==> src/rtl/mii_ap_pkg.sv <==
package mii_ap_pkg;
    typedef enum logic [2:0] {
        ST_ARM, ST_RST_WR, ST_CFG_WR, ST_IDLE, ST_POLL_RD, ST_GAP
    } ap_state_t;

    localparam int FRAME_BITS = 64;
    localparam int TA_POS     = 46;
    localparam int DATA_POS   = 48;
    localparam logic [15:0] PHY_RESET_WORD = 16'h8000;
    localparam logic [15:0] ANEG_ON_WORD   = 16'h1000;

    function automatic logic [FRAME_BITS-1:0] build_frame(
        input logic rd, input logic [4:0] phy, input logic [4:0] regad,
        input logic [15:0] data);
        return {32'hFFFF_FFFF, 2'b01, (rd ? 2'b10 : 2'b01), phy, regad,
                (rd ? 2'b11 : 2'b10), data};
    endfunction
endpackage

==> src/rtl/mii_ap_mdc_gen.sv <==
module mii_ap_mdc_gen #(
    parameter int HALF = 3
) (
    input  logic clk,
    input  logic rst_n,
    output logic mdc,
    output logic fall_tick,
    output logic rise_tick
);
    localparam int CW = (HALF > 1) ? $clog2(HALF) : 1;

    logic [CW-1:0] cnt;
    logic          wrap;

    assign wrap      = (cnt == CW'(HALF - 1));
    assign fall_tick = wrap & mdc;
    assign rise_tick = wrap & ~mdc;

    always_ff @(posedge clk or negedge rst_n) begin
        if (!rst_n) begin
            cnt <= '0;
            mdc <= 1'b0;
        end else if (wrap) begin
            cnt <= '0;
            mdc <= ~mdc;
        end else begin
            cnt <= cnt + 1'b1;
        end
    end
endmodule

==> src/rtl/mii_ap_frame_eng.sv <==
module mii_ap_frame_eng
    import mii_ap_pkg::*;
(
    input  logic        clk,
    input  logic        rst_n,
    input  logic        clr,
    input  logic        fall_tick,
    input  logic        rise_tick,
    input  logic        start,
    input  logic        rd,
    input  logic [4:0]  phy,
    input  logic [4:0]  regad,
    input  logic [15:0] wdata,
    input  logic        mdio_in,
    output logic        mdio_out,
    output logic        mdio_oe,
    output logic        busy,
    output logic        done,
    output logic [15:0] rdata
);
    localparam int CW = $clog2(FRAME_BITS) + 1;

    logic [FRAME_BITS-1:0] sreg;
    logic [CW-1:0]         cnt;
    logic                  rd_q;

    always_ff @(posedge clk or negedge rst_n) begin
        if (!rst_n) begin
            sreg     <= '0;
            cnt      <= '0;
            rd_q     <= 1'b0;
            busy     <= 1'b0;
            done     <= 1'b0;
            mdio_out <= 1'b1;
            mdio_oe  <= 1'b0;
            rdata    <= '0;
        end else begin
            done <= 1'b0;
            if (clr) begin
                busy    <= 1'b0;
                mdio_oe <= 1'b0;
                cnt     <= '0;
            end else if (!busy) begin
                if (start) begin
                    sreg <= build_frame(rd, phy, regad, wdata);
                    rd_q <= rd;
                    cnt  <= '0;
                    busy <= 1'b1;
                end
            end else begin
                if (fall_tick) begin
                    if (cnt == CW'(FRAME_BITS)) begin
                        busy    <= 1'b0;
                        done    <= 1'b1;
                        mdio_oe <= 1'b0;
                    end else begin
                        mdio_out <= sreg[FRAME_BITS-1];
                        sreg     <= {sreg[FRAME_BITS-2:0], 1'b0};
                        mdio_oe  <= !(rd_q && cnt >= CW'(TA_POS));
                        cnt      <= cnt + 1'b1;
                    end
                end
                if (rise_tick && rd_q && cnt > CW'(DATA_POS))
                    rdata <= {rdata[14:0], mdio_in};
            end
        end
    end
endmodule

==> src/rtl/mii_ap_dwell.sv <==
module mii_ap_dwell #(
    parameter int BASE = 64
) (
    input  logic       clk,
    input  logic       rst_n,
    input  logic       load,
    input  logic [2:0] code,
    input  logic       fall_tick,
    output logic       expired
);
    localparam int DW = $clog2(BASE) + 6;

    logic [DW-1:0] cnt;

    function automatic logic [DW-1:0] span(input logic [2:0] c);
        if (c == 3'd0)      return '0;
        else if (c > 3'd5)  return DW'(BASE) << 5;
        else                return DW'(BASE) << c;
    endfunction

    assign expired = (cnt == '0);

    always_ff @(posedge clk or negedge rst_n) begin
        if (!rst_n)                  cnt <= '0;
        else if (load)               cnt <= span(code);
        else if (fall_tick && !expired) cnt <= cnt - 1'b1;
    end
endmodule

==> src/rtl/mii_autopoll_seq.sv <==
module mii_autopoll_seq
    import mii_ap_pkg::*;
#(
    parameter int MDC_HALF   = 3,
    parameter int DWELL_BASE = 64
) (
    input  logic        clk,
    input  logic        rst_n,
    input  logic        soft_rst,
    input  logic        poll_en,
    input  logic [2:0]  dwell_code,
    input  logic        no_auto_setup,
    input  logic        phy_reset_req,
    input  logic        phy_aneg_en,
    input  logic        phy_fdx,
    input  logic        phy_100,
    input  logic [4:0]  phy_addr,
    input  logic [4:0]  poll_reg,
    input  logic        mdio_in,
    output logic        mdc,
    output logic        mdio_out,
    output logic        mdio_oe,
    output logic [15:0] poll_data,
    output logic        poll_change
);
    ap_state_t   state_q, state_d;
    logic        fall_tick, rise_tick;
    logic        eng_start, eng_rd, eng_busy, eng_done;
    logic [4:0]  eng_reg;
    logic [15:0] eng_wdata, eng_rdata, cfg_word;
    logic        dwell_load, dwell_expired;

    mii_ap_mdc_gen #(.HALF(MDC_HALF)) u_mdc (
        .clk(clk), .rst_n(rst_n), .mdc(mdc),
        .fall_tick(fall_tick), .rise_tick(rise_tick)
    );

    mii_ap_frame_eng u_eng (
        .clk(clk), .rst_n(rst_n), .clr(soft_rst),
        .fall_tick(fall_tick), .rise_tick(rise_tick),
        .start(eng_start), .rd(eng_rd), .phy(phy_addr), .regad(eng_reg),
        .wdata(eng_wdata), .mdio_in(mdio_in), .mdio_out(mdio_out),
        .mdio_oe(mdio_oe), .busy(eng_busy), .done(eng_done), .rdata(eng_rdata)
    );

    mii_ap_dwell #(.BASE(DWELL_BASE)) u_dwell (
        .clk(clk), .rst_n(rst_n), .load(dwell_load), .code(dwell_code),
        .fall_tick(fall_tick), .expired(dwell_expired)
    );

    assign cfg_word = phy_aneg_en ? ANEG_ON_WORD
                                  : {2'b00, phy_100, 4'b0000, phy_fdx, 8'h00};

    // next state
    always_comb begin
        state_d = state_q;
        unique case (state_q)
            ST_ARM:     state_d = no_auto_setup ? ST_IDLE
                                : (phy_reset_req ? ST_RST_WR : ST_CFG_WR);
            ST_RST_WR:  if (eng_done) state_d = ST_CFG_WR;
            ST_CFG_WR:  if (eng_done) state_d = ST_IDLE;
            ST_IDLE:    if (poll_en) state_d = ST_POLL_RD;
            ST_POLL_RD: if (eng_done) state_d = ST_GAP;
            ST_GAP:     if (dwell_expired) state_d = ST_IDLE;
            default:    state_d = ST_ARM;
        endcase
    end

    // outputs towards frame engine and dwell timer
    always_comb begin
        eng_start  = 1'b0;
        eng_rd     = 1'b0;
        eng_reg    = 5'd0;
        eng_wdata  = cfg_word;
        dwell_load = 1'b0;
        unique case (state_q)
            ST_ARM: begin
                eng_start = !no_auto_setup && !eng_busy;
                eng_wdata = phy_reset_req ? PHY_RESET_WORD : cfg_word;
            end
            ST_RST_WR:  eng_start = eng_done;
            ST_CFG_WR:  eng_start = 1'b0;
            ST_IDLE: begin
                eng_start = poll_en && !eng_busy;
                eng_rd    = 1'b1;
                eng_reg   = poll_reg;
            end
            ST_POLL_RD: dwell_load = eng_done;
            ST_GAP:     dwell_load = 1'b0;
            default:    eng_start = 1'b0;
        endcase
    end

    // state register
    always_ff @(posedge clk or negedge rst_n) begin
        if (!rst_n)        state_q <= ST_ARM;
        else if (soft_rst) state_q <= ST_ARM;
        else               state_q <= state_d;
    end

    // polled result and change flag
    always_ff @(posedge clk or negedge rst_n) begin
        if (!rst_n) begin
            poll_data   <= '0;
            poll_change <= 1'b0;
        end else begin
            poll_change <= 1'b0;
            if (state_q == ST_POLL_RD && eng_done && !soft_rst) begin
                poll_data   <= eng_rdata;
                poll_change <= (eng_rdata != poll_data);
            end
        end
    end
endmodule

==> config.mk <==
export PLATFORM = sky130hd
export DESIGN_NAME = mii_autopoll_seq
export DESIGN_NICKNAME = d
export VERILOG_FILES = /design/src/rtl/mii_ap_pkg.sv /design/src/rtl/mii_ap_mdc_gen.sv /design/src/rtl/mii_ap_frame_eng.sv /design/src/rtl/mii_ap_dwell.sv /design/src/rtl/mii_autopoll_seq.sv
export SDC_FILE = /design/constraint.sdc
export NUM_CORES = 1
export LEC_CHECK = 0
export BUFFER_PORTS_ARGS = -buffer_cell sky130_fd_sc_hd__buf_2
export CAP_MARGIN = 20
export CORE_MARGIN = 2
export CORE_UTILIZATION = 64
export CTS_CLUSTER_DIAMETER = 200
export DETAILED_ROUTE_END_ITERATION = 16
export PLACE_DENSITY = 0.84
export SYNTH_ARGS = -nofsm -noshare
export SYNTH_HDL_FRONTEND = slang
export SYNTH_SLANG_ARGS = --single-unit
==> constraint.sdc <==
create_clock -name clk -period 3.38 [get_ports clk]
set_input_delay 0.507 -clock clk [delete_from_list [all_inputs] [get_ports clk]]
set_output_delay 0.507 -clock clk [all_outputs]
set_load 0.03 [all_outputs]
# Yosys cells after proc, flatten, opt, wreduce, memory -nomap -nowiden
# Index checks and enable logic that the tools add are counted.
[op_classes]
n_addsub = 3
n_lt_le_gt_ge = 3
n_eq_ne = 17
shifts = 1
muxes = 46
bitwise_logic = 6
reduce_logical = 28
[op_table]
columns = ["op", "n"]
rows = [
  ["$mux W64", 4],
  ["$mux W12", 4],
  ["$mux W7", 5],
  ["$mux W16", 2],
  ["$mux W3", 6],
  ["$pmux W3 S6", 1],
  ["$mux W1", 17],
  ["$ne A16 B16 Y1", 1],
  ["$ne A3 B2 Y1 const B", 5],
  ["$mux W14", 1],
  ["$logic_not A12 Y1", 1],
  ["$shl A7 B3 Y12 const A", 1],
  ["$sub A12 B1 Y12 const B", 1],
  ["$reduce_and A3 Y1", 3],
  ["$logic_and A1 B1 Y1", 8],
  ["$mux W2", 4],
  ["$reduce_and A4 Y1", 2],
  ["$reduce_bool A2 Y1", 4],
  ["$add A7 B1 Y7 const B", 1],
  ["$eq A7 B7 Y1 const B", 1],
  ["$ge A7 B6 Y1 const B", 1],
  ["$gt A7 B6 Y1 const B", 1],
  ["$eq A3 B2 Y1 const B", 2],
  ["$eq A3 B3 Y1 const B", 2],
  ["other kinds (16)", 26],
]
[word_totals]
reg_bits = 127
input_bits = 23
out_inout_bits = 20

# Logic depth before layout (Yosys ltp)
# Gate-level depths: netlist of the first run.
[logic_depth]
ltp_word = 7
depth_mapped = 9
mapped_depth_nobuf = 7

# By module
# A second synthesis of the first run with hierarchy kept.
[hier_totals]
cells_unflattened = 591
hier_area_um2 = 6183.4
[modules_own_cells]
columns = ["mod", "n_inst", "cells_each", "area_each_um2", "seq_area_each_um2"]
rows = [
  ["mii_ap_frame_eng", 1, 387, 4045.1, 2303.5],
  ["mii_autopoll_seq", 1, 107, 1209.9, 500.5],
  ["mii_ap_dwell", 1, 87, 802.0, 300.3],
  ["mii_ap_mdc_gen", 1, 10, 126.4, 75.1],
]

# Least setup slack after synthesis of the first run
# No wires, ideal clock.
[synth_timing]
kind = "register to register"
startpoint = "register u_eng.cnt[0]"
endpoint = "register u_eng.rdata[10]"
setup_time_ns = 0.125
arrival_time_ns = 1.867
path_slack_ns = 1.389
stages_incl_launch_ff = 8
period_less_slack_ns = 1.991
cell_sequence = "dfrtp_1 inv_1 ha_1 or3b_4 a31oi_1 nor3_2 buf_2 mux2_2"
[synth_between]
elab_chain_len = 3
[synth_lines]
columns = ["item", "line", "source"]
rows = [
  ["start: declaration", "mii_ap_frame_eng.sv:24", "logic [CW-1:0] cnt;"],
  ["start signal: assignment", "mii_ap_frame_eng.sv:60", "cnt <= cnt + 1'b1;"],
  ["$gt A7 B6 Y1", "mii_ap_frame_eng.sv:63", "if (rise_tick && rd_q && cnt > CW'(DATA_POS))"],
  ["$logic_and A1 B1 Y1", "mii_ap_frame_eng.sv:63", ""],
  ["$reduce_and A3 Y1 (no source line)", "-", ""],
  ["end signal: assignment", "mii_ap_frame_eng.sv:64", "rdata <= {rdata[14:0], mdio_in};"],
  ["end: declaration", "mii_ap_frame_eng.sv:19", "output logic [15:0] rdata"],
]
# Every way passes these cells.
# A chain may end at the register's enable or synchronous reset.

# Worst setup path in the final report of the first run
[layout_timing]
startpoint = "register u_eng.busy"
endpoint = "register u_eng.sreg[41]"
[layout_between]
elab_chain_len = 5
word_cells_on_any_way = 9
[layout_lines]
columns = ["item", "line", "source"]
rows = [
  ["start: declaration", "mii_ap_frame_eng.sv:17", "output logic busy,"],
  ["start signal: assignment", "mii_ap_frame_eng.sv:32", "busy <= 1'b0;"],
  ["start signal: assignment", "mii_ap_frame_eng.sv:40", "busy <= 1'b0;"],
  ["start signal: assignment", "mii_ap_frame_eng.sv:48", "busy <= 1'b1;"],
  ["$logic_not A1 Y1", "-", ""],
  ["$logic_and A1 B1 Y1, on equally long branches", "mii_autopoll_seq.sv:84, mii_autopoll_seq.sv:78", ""],
  ["$pmux W1 S3", "mii_autopoll_seq.sv:76", "unique case (state_q)"],
  ["$reduce_bool A2 Y1 (no source line)", "-", ""],
  ["$reduce_and A4 Y1 (no source line)", "-", ""],
  ["end signal: assignment", "mii_ap_frame_eng.sv:45", "sreg <= build_frame(rd, phy, regad, wdata);"],
  ["end signal: assignment", "mii_ap_frame_eng.sv:58", "sreg <= {sreg[FRAME_BITS-2:0], 1'b0};"],
  ["end: declaration", "mii_ap_frame_eng.sv:23", "logic [FRAME_BITS-1:0] sreg;"],
]
# Several ways; a longest one is shown, not always the timed one.

==> flow_summary.ini, run 1 <==
[critical_path]
timing.rr.end = u_eng.sreg[41]
crit_chain = and4b_1 -> o21a_4 -> nor3_2 -> nor2_2 -> buf_8 -> o22a_1
slowest_delay_ns = 0.82
worstPathArrival_ns = 2.90
path_buf_inv = 1
reg2reg_slack_ns = 0.92
critical_path_class = register to register
critical_path.max_fanout = 22
r2r_cells = 6
crit_required_ns = 3.82
slowest_stage = dfrtp_1
startpoint_type = register
cp-end-kind = register
r2r_start = u_eng.busy
path_delay_family = simple AND/OR/NAND/NOR gates

[cts]
insertion_delay_ns = 0.51
clockRootBuffer = clkbuf_8
cts_hold_buffers = 0
cts_resized = 0
cts_sinks = 119
cts_setup_buffers = 0
cts_tree = done
cts_made_buffers = 17
clock_path_buffers = 2
h-tree-depth = 4
path_clk_slew_ns = 0.05

[timing]
rsz0062_at_grt = false
max_freq_mhz = 406
hold_viol = 0
slew-limit-headroom_pct = 44.3
finalCritPeriodShare_pct = 72.9
max_slew.worst_pin.slew_ns = 0.834
finClkSkew_ns = 0.0207
period_needed_ns = 2.46
setup_violations = 0
slew_violations = 0
tns_ns = 0
setup_slack_ns = 0.917

[global_route]
grt_max_degree = 68
grt_pass1_wl_mm = 17.9
grt_pass1_vias = 3725
antenna_found_initial = 0
grt_overflow_total = 0
gr-usage-all-layers_pct = 25.6

[synthesis]
netlist_area_um2 = 5410
ys.flop_type = dfrtp_1
synth_area_per_cell_um2 = 11.9
synth-seq-cells = 119
synth_edf_count = 0
synth_cell_type_count = 55
synthArstFlopShare_pct = 100
yosys_warnings = 0
postSynthCellCount = 454
synth_nets = 481
yosysSeqAreaShare_pct = 55.1

[placement]
pre_cts_slack_ns = 0.957
hpwlAfterDp_mm = 6.46
port_buffers = 42
gp_congestion = 0.818

[pwr]
p_leak_nw = 2.65
vdd_drop_max_mv = 0.410
p_per_area_nw_per_um2 = 657

[layout]
syn2layout_area_growth_pct = 15.6
final_cell_mix = dfrtp_1, buf_2, o22a_1
drive_gt1_share_pct = 26.1
fin_nets = 525
antenna_cells = 0
mostFrequentLayoutCell = dfrtp_1

[die]
io_pins = 43
fp.dieH_um = 95.9
initial_utilization_pct = 65.8
die_w_um = 95.9
dieArea_um2 = 9200
rows = 33
core_area_um2 = 8220

[min_path]
min_path_type = input port to asynchronous set/reset pin

[routing]
drc = 0
drt_iter0_markers = 256
antenna_left = 0
num_vias = 3687
wl_mm = 10.6
viasPerCell = 6.00
firstDrtPassIters = 4
wl_per_cell_um = 17.2

[status]
status = completed

[job]
maxCapViolations = 0
==> cell type report <==
| cell class | instances | area [um2] |
|---|---|---|
| clock buffers | 20 | 435 |
| clock inverters | 11 | 150 |
| fillers | 528 | 1970 |
| inverters | 10 | 37.5 |
| multi-input cells | 302 | 2240 |
| flip-flops and latches | 119 | 2980 |
| well taps | 105 | 131 |
| repair buffers | 48 | 278 |
==> metal layers <==
layer	wire length (um)	vias up	GRT usage (%)	share of wire [%]
li1	-	1737	-	-
met3	392	19	6.26	3.7
met5	0	-	0	0
met1	4720	1847	33.6	45
met2	5340	84	41.1	50
met4	141	0	10.2	1.3
==> cells in the mapped netlist, types with 2 or more instances <==
cell | count | share of area, %
nand2_1 | 33 | 2.3
nor3_1 | 6 | 0.56
mux2_2 | 33 | 6.9
nand4_1 | 5 | 0.58
a211oi_1 | 2 | 0.28
ha_1 | 4 | 0.93
a21oi_1 | 14 | 1.3
inv_1 | 10 | 0.69
and2_1 | 7 | 0.81
a22o_1 | 7 | 1.1
or4_1 | 2 | 0.28
a22oi_1 | 2 | 0.28
xnor2_1 | 21 | 3.4
dfrtp_1 | 118 | 55
a31oi_1 | 9 | 1.0
nand3_1 | 9 | 0.83
o22a_1 | 35 | 5.7
buf_2 | 5 | 0.46
and3_1 | 3 | 0.35
nand4b_1 | 3 | 0.49
o31ai_1 | 4 | 0.56
nor2_2 | 2 | 0.23
clkbuf_1 | 7 | 0.49
nor2b_1 | 5 | 0.58
o21ai_0 | 23 | 2.1
nor3b_1 | 2 | 0.28
nand3b_1 | 2 | 0.28
xor2_1 | 5 | 0.81
or3_1 | 3 | 0.35
buf_4 | 3 | 0.42
nor3_2 | 2 | 0.37
mux2i_1 | 9 | 1.7
or3b_4 | 2 | 0.42
nor4_1 | 3 | 0.35
buf_6 | 6 | 1.2
o21ai_2 | 7 | 1.1
nor2_1 | 22 | 1.5
and4b_1 | 2 | 0.37
==> where the power goes <==
group | switching, W | leakage, nW | internal [W] | total (W)
registers | 0.000147 | 1.43 | 0.00158 | 0.00173
logic | 0.000372 | 0.940 | 0.000252 | 0.000624
clock network | 0.000619 | 0.281 | 0.00114 | 0.00176
==> how the worst max path moves through the flow <==
stage | slack [ns] | startpoint | end | cells after the start
after global placement | 0.69 | u_eng.busy | u_eng.sreg[46] | 5
after CTS | 0.91 | u_eng.busy | u_eng.sreg[41] | 6
after detailed placement | 0.96 | u_eng.busy | u_eng.sreg[40] | 6
after floorplan | 1.39 | u_eng.cnt[0] | u_eng.rdata[10] | 7
final | 0.92 | u_eng.busy | u_eng.sreg[41] | 6
after global routing | 0.74 | u_eng.busy | u_eng.sreg[41] | 6
==> sequential cells by signal (all words and copies together), names as in the netlist, 2 cells and up <==
name	flops
u_mdc.cnt	2
state_q	3
poll_data	16
u_dwell.cnt	12
u_eng.rdata	16
u_eng.cnt	7
u_eng.sreg	56
==> cells by family after synthesis <==
kind of cell,share of synthesized area [%]
flops,55.1
mux,8.54
simple gates,12.6
buf+inv,3.47
compound gates,15.2
xor+xnor,4.21
fa+ha+maj,0.926
==> per-stage QoR <==
stage	power, W	instances	instance area [um2]	hold slack (ns)	utilization (%)
2_1_floorplan	0.00223	454	5410	0.211	-
3_3_place_gp	0.00231	583	5650	0.446	68.8
3_5_place_dp	0.00235	584	5660	0.457	68.9
4_1_cts	0.00413	615	6250	0.0593	76.1
5_1_grt	0.00429	615	6250	0.0893	76.1
6_report	0.00411	615	6250	0.0395	76.1
No activity file was read; power rests on OpenSTA's default activity.
==> run 2, diff against run 1 <==
--- a/config.mk
+++ b/config.mk
@@ -8,10 +8,10 @@
 export BUFFER_PORTS_ARGS = -buffer_cell sky130_fd_sc_hd__buf_2
 export CAP_MARGIN = 20
 export CORE_MARGIN = 2
-export CORE_UTILIZATION = 64
+export CORE_UTILIZATION = 54
 export CTS_CLUSTER_DIAMETER = 200
 export DETAILED_ROUTE_END_ITERATION = 16
-export PLACE_DENSITY = 0.84
+export PLACE_DENSITY = 0.76
 export SYNTH_ARGS = -nofsm -noshare
 export SYNTH_HDL_FRONTEND = slang
 export SYNTH_SLANG_ARGS = --single-unit
==> constraint.sdc (replaced) <==
create_clock -name clk -period 2.25 [get_ports clk]
set_input_delay 0.3375 -clock clk [delete_from_list [all_inputs] [get_ports clk]]
set_output_delay 0.3375 -clock clk [all_outputs]
set_load 0.03 [all_outputs]
==> flow_summary.ini, run 2 (synthesis results as in run 1) <==
[timing]
slew_violations = 0
slew-limit-headroom_pct = 56.4
max_slew.worst_pin.slew_ns = 0.654
hold_ws_ns = 0.0571
setup_violations = 0
hold_viol = 0
period_needed_ns = 2.16
tns_ns = 0
max_freq_mhz = 463
finClkSkew_ns = 0.00568
finalCritPeriodShare_pct = 96.1
rsz0062_at_grt = false

[global_route]
gr-usage-all-layers_pct = 21.6
grt_pass1_vias = 3851
grt_pass1_wl_mm = 18.6
grt_use_met3_pct = 7.64
grt_busiest_layer = met2
grt_overflow_total = 0
use_met1_pct = 26.9
antenna_found_initial = 0
use_met2_pct = 34.9
grt_max_degree = 77

[routing]
wl_mm = 10.7
num_vias = 3772
firstDrtPassIters = 5
antenna_left = 0
wl_per_cell_um = 16.0
viasPerCell = 5.66
drt_iter0_markers = 231
drc = 0

[critical_path]
crit_start = u_eng.cnt[0]
critical_path_class = register to register
crit_chain = inv_1 -> ha_1 -> or3b_4 -> o21a_4 -> buf_4 -> o31ai_4 -> buf_12 -> o21ai_0
r2r_start = u_eng.cnt[0]
worstPathArrival_ns = 2.55
r2r_cells = 8
cp-end-kind = register
crit_path_end = u_eng.sreg[16]
reg2reg_slack_ns = 0.09
critical_path.max_fanout = 39
cp_num_cells = 8
slowest_stage = or3b_4
startpoint_type = register
path_delay_family = compound AO/OA/AOI/OAI gates
timing.rr.end = u_eng.sreg[16]
slowest_delay_ns = 0.41
path_buf_inv = 3
crit_required_ns = 2.63

[layout]
drive_gt1_share_pct = 29.6
syn2layout_area_growth_pct = 20.4
final_cell_mix = dfrtp_1, buf_2, o22a_1
mostFrequentLayoutCell = dfrtp_1
final_area_um2 = 6510
top_register = u_eng.sreg
final_cells = 667
reg.largest.list = u_eng.sreg: 56 flops, poll_data: 16 flops, u_eng.rdata: 16 flops
fin_nets = 548
antenna_cells = 0
largest_reg_flops = 56

[die]
dieArea_um2 = 10800
core_area_um2 = 9730
rows = 36
fp.dieH_um = 104
initial_utilization_pct = 55.6
die_w_um = 104
io_pins = 43

[cts]
cts_made_buffers = 17
clockRootBuffer = clkbuf_8
insertion_delay_ns = 0.52
cts_sinks = 119
cts_resized = 0
h-tree-depth = 4
cts_tree = done
clock_path_buffers = 2
path_clk_slew_ns = 0.05

[placement]
port_buffers = 42
gp_congestion = 0.789
dp.cells = 634
place_area_um2 = 5870
hpwlAfterDp_mm = 7.07

[pwr]
p_per_area_nw_per_um2 = 989
vdd_drop_max_mv = 0.569
p_leak_nw = 2.81

[min_path]
min_path_type = input port to register

[job]
maxCapViolations = 0

[status]
status = completed
==> run 2: changes by cell type in the layout (fill, tap and decap cells not counted), sizes merged <==
cell,before,now
buf,48,70
clkbuf,20,24
clkinvlp,2,0
dlygate4sd3,0,1
inv,11,10
==> run 2: worst min-delay path by stage <==
stage	depth (start not counted)	from	slack, ns	to
after floorplan	0	rst_n	0.04	poll_change
after global placement	1	rst_n	0.28	poll_data[14]
after detailed placement	1	rst_n	0.28	u_eng.rdata[15]
after CTS	2	mdio_in	0.03	u_eng.rdata[0]
after global routing	2	mdio_in	0.04	u_eng.rdata[0]
final	2	mdio_in	0.06	u_eng.rdata[0]
==> run 2: routing by layer <==
metal / vias up / wire length [um] / share of wire [%]
met5: - / 0 / 0
met4: 0 / 113 / 1.1
met3: 9 / 426 / 4.0
met2: 78 / 5280 / 49
met1: 1888 / 4880 / 46
li1: 1797 / - / -
==> run 2: layout make-up <==
type | count | area, um2
Clock buffer | 24 | 510
Clock inverter | 8 | 115
Fill cell | 731 | 3220
Inverter | 10 | 37.5
Multi-Input combinational cell | 302 | 2240
Sequential cell | 119 | 2980
Tap cell | 133 | 166
Timing Repair Buffer | 71 | 463
==> run 2: through the flow <==
stage               setup slack (ns)  util [%]  total power (W)
floorplan                      0.259         -          0.00335
global placement             -0.0178      60.2          0.00359
detailed placement            0.0761      60.4          0.00367
CTS                           0.0585      66.9          0.00649
global route                  0.0220      66.9          0.00674
finish                        0.0879      66.9          0.00644
==> run 2: worst register-to-register path, cell delays in order (launching register included) <==
cell and delay, ns:
dfrtp_1 0.38, inv_1 0.07, ha_1 0.13, or3b_4 0.41, o21a_4 0.24, buf_4 0.15, o31ai_4 0.28, buf_12 0.24
o21ai_0 0.13
==> run 2: repair_timing <==
action | in CTS | in global routing
hold endpoints to repair | 24 | 0
buffers inserted | 0 | 0
endpoints found under the setup margin | 0 | 2
hold buffers | 1 | 0
==> run 2: report_power, final <==
part	internal (W)	switching (W)	total (W)
logic	0.000478	0.000642	0.00112
clock network	0.00188	0.000907	0.00279
registers	0.00238	0.000151	0.00253
total	0.00474	0.00170	0.00644
==> run 3, diff against run 2 <==
--- a/config.mk
+++ b/config.mk
@@ -7,11 +7,14 @@
 export LEC_CHECK = 0
 export BUFFER_PORTS_ARGS = -buffer_cell sky130_fd_sc_hd__buf_2
 export CAP_MARGIN = 20
+export CELL_PAD_IN_SITES_DETAIL_PLACEMENT = 2
+export CELL_PAD_IN_SITES_GLOBAL_PLACEMENT = 2
 export CORE_MARGIN = 2
-export CORE_UTILIZATION = 54
+export CORE_UTILIZATION = 37
 export CTS_CLUSTER_DIAMETER = 200
 export DETAILED_ROUTE_END_ITERATION = 16
-export PLACE_DENSITY = 0.76
+export PLACE_DENSITY_LB_ADDON = 0.1
+export REMOVE_ABC_BUFFERS = 1
 export SYNTH_ARGS = -nofsm -noshare
 export SYNTH_HDL_FRONTEND = slang
 export SYNTH_SLANG_ARGS = --single-unit
==> flow_summary.ini, run 3 (synthesis results as in run 1) <==
[status]
status = completed

[critical_path]
path_delay_family = compound AO/OA/AOI/OAI gates
path_buf_inv = 2
cp-end-kind = register
crit_required_ns = 2.56
crit_chain = inv_1 -> ha_1 -> or3b_4 -> o21a_4 -> o31ai_4 -> buf_12 -> nand2_1 -> o31ai_1
reg2reg_slack_ns = 0.18
critical_path_class = register to register
r2r_start = u_eng.cnt[0]
critical_path.max_fanout = 39
slowest_stage = dfrtp_1
r2r_cells = 8
startpoint_type = register
worstPathArrival_ns = 2.38
slowest_delay_ns = 0.41
timing.rr.end = u_eng.sreg[15]

[cts]
clockRootBuffer = clkbuf_16
cts_sinks = 119
clock_path_buffers = 2
cts_tree = done
h-tree-depth = 4
path_clk_slew_ns = 0.06
cts_made_buffers = 17
insertion_delay_ns = 0.42

[die]
die_w_um = 125
core_area_um2 = 14400
initial_utilization_pct = 37.5
rows = 44
io_pins = 43
fp.dieH_um = 125
dieArea_um2 = 15600

[pwr]
power_w = 0.00646
p_per_area_nw_per_um2 = 993
vdd_drop_max_mv = 0.502
p_leak_nw = 2.74

[timing]
period_needed_ns = 2.07
hold_ws_ns = 0.167
tns_ns = 0
rsz0062_at_grt = false
slew-limit-headroom_pct = 59.4
max_slew.worst_pin.slew_ns = 0.609
finalCritPeriodShare_pct = 92.0
setup_violations = 0
slew_violations = 0
finClkSkew_ns = 0.0110
hold_viol = 0
max_freq_mhz = 483

[layout]
final_cell_mix = dfrtp_1, buf_2, o22a_1
largest_reg_flops = 56
drive_gt1_share_pct = 27.4
syn2layout_area_growth_pct = 20.3
final_area_um2 = 6500
fin_nets = 536
fillCellCount = 1450
multiInputGateArea_um2 = 2240
mostFrequentLayoutCell = dfrtp_1
regArea_um2 = 2980
reg.largest.list = u_eng.sreg: 56 flops, poll_data: 16 flops, u_eng.rdata: 16 flops
antenna_cells = 0
top_register = u_eng.sreg

[global_route]
antenna_found_initial = 0
gr-usage-all-layers_pct = 18.0
grt_pass1_wl_mm = 22.2
grt_pass1_vias = 4290
grt_max_degree = 45
grt_overflow_total = 0

[placement]
place_area_um2 = 5870
gp_congestion = 0.722
hpwlAfterDp_mm = 8.52
port_buffers = 42

[routing]
viasPerCell = 5.31
num_vias = 3749
wl_per_cell_um = 18.1
firstDrtPassIters = 4
antenna_left = 0
drc = 0
wl_mm = 12.8
drt_iter0_markers = 118

[min_path]
holdPathEnd = u_eng.rdata[0]
holdPathStages = 2
min_path_type = input port to register
min_from = mdio_in

[job]
maxCapViolations = 0
[run 3: timing repair]
item	4_1_cts	5_1_grt
setup buffers	0	1
hold buffers	1	0
resized for setup	0	0
setup endpoints to repair	0	1
hold endpoints to repair	41	0
[run 3: metal layers]
layer	GRT usage [%]	share of wire, %
met2	30.4	51
met1	22.2	46
met4	5.69	1.0
met5	0	0
met3	5.28	2.4
[run 3: power breakdown]
| group | total [W] | switching (W) | internal, W |
|---|---|---|---|
| combinational | 0.00106 | 0.000626 | 0.000431 |
| clock | 0.00284 | 0.000986 | 0.00185 |
| sequential | 0.00256 | 0.000188 | 0.00237 |
| total | 0.00646 | 0.00180 | 0.00466 |
[run 3: worst max-delay path by stage]
stage	from	to	slack, ns	cells after the start
global route	u_eng.cnt[0]	u_eng.cnt[2]	0.05	8
global placement	u_eng.cnt[0]	u_eng.cnt[6]	0.21	7
finish	u_eng.cnt[0]	u_eng.sreg[15]	0.18	8
floorplan	u_eng.cnt[0]	u_eng.sreg[12]	-0.29	6
CTS	u_eng.cnt[0]	u_eng.cnt[2]	0.08	7
detailed placement	u_eng.cnt[0]	u_eng.cnt[6]	0.13	7
[run 3: worst reg2reg max path: cells and delay by family (launching register included)]
family	cells	cell delay, ns
flops	1	0.41
fa+ha+maj	1	0.13
simple gates	2	0.51
buf+inv	2	0.31
compound gates	3	0.61
[run 3: area by class of cell]
class                      count  share of cell area, %
sequential                   119                   45.8
multi-input combinational    302                   34.4
clock buffer                  20                   6.71
timing repair buffer          59                   6.23
tap                          184                   3.54
clock inverter                12                   2.71
inverter                      10                  0.577
[run 3: through the flow]
stage,cells,setup WS [ns],util [%]
finish,706,0.179,45.1
global route,706,0.0512,45.1
CTS,705,0.0814,45.0
detailed placement,672,0.129,40.7
global placement,672,0.211,40.7
floorplan,431,-0.288,-
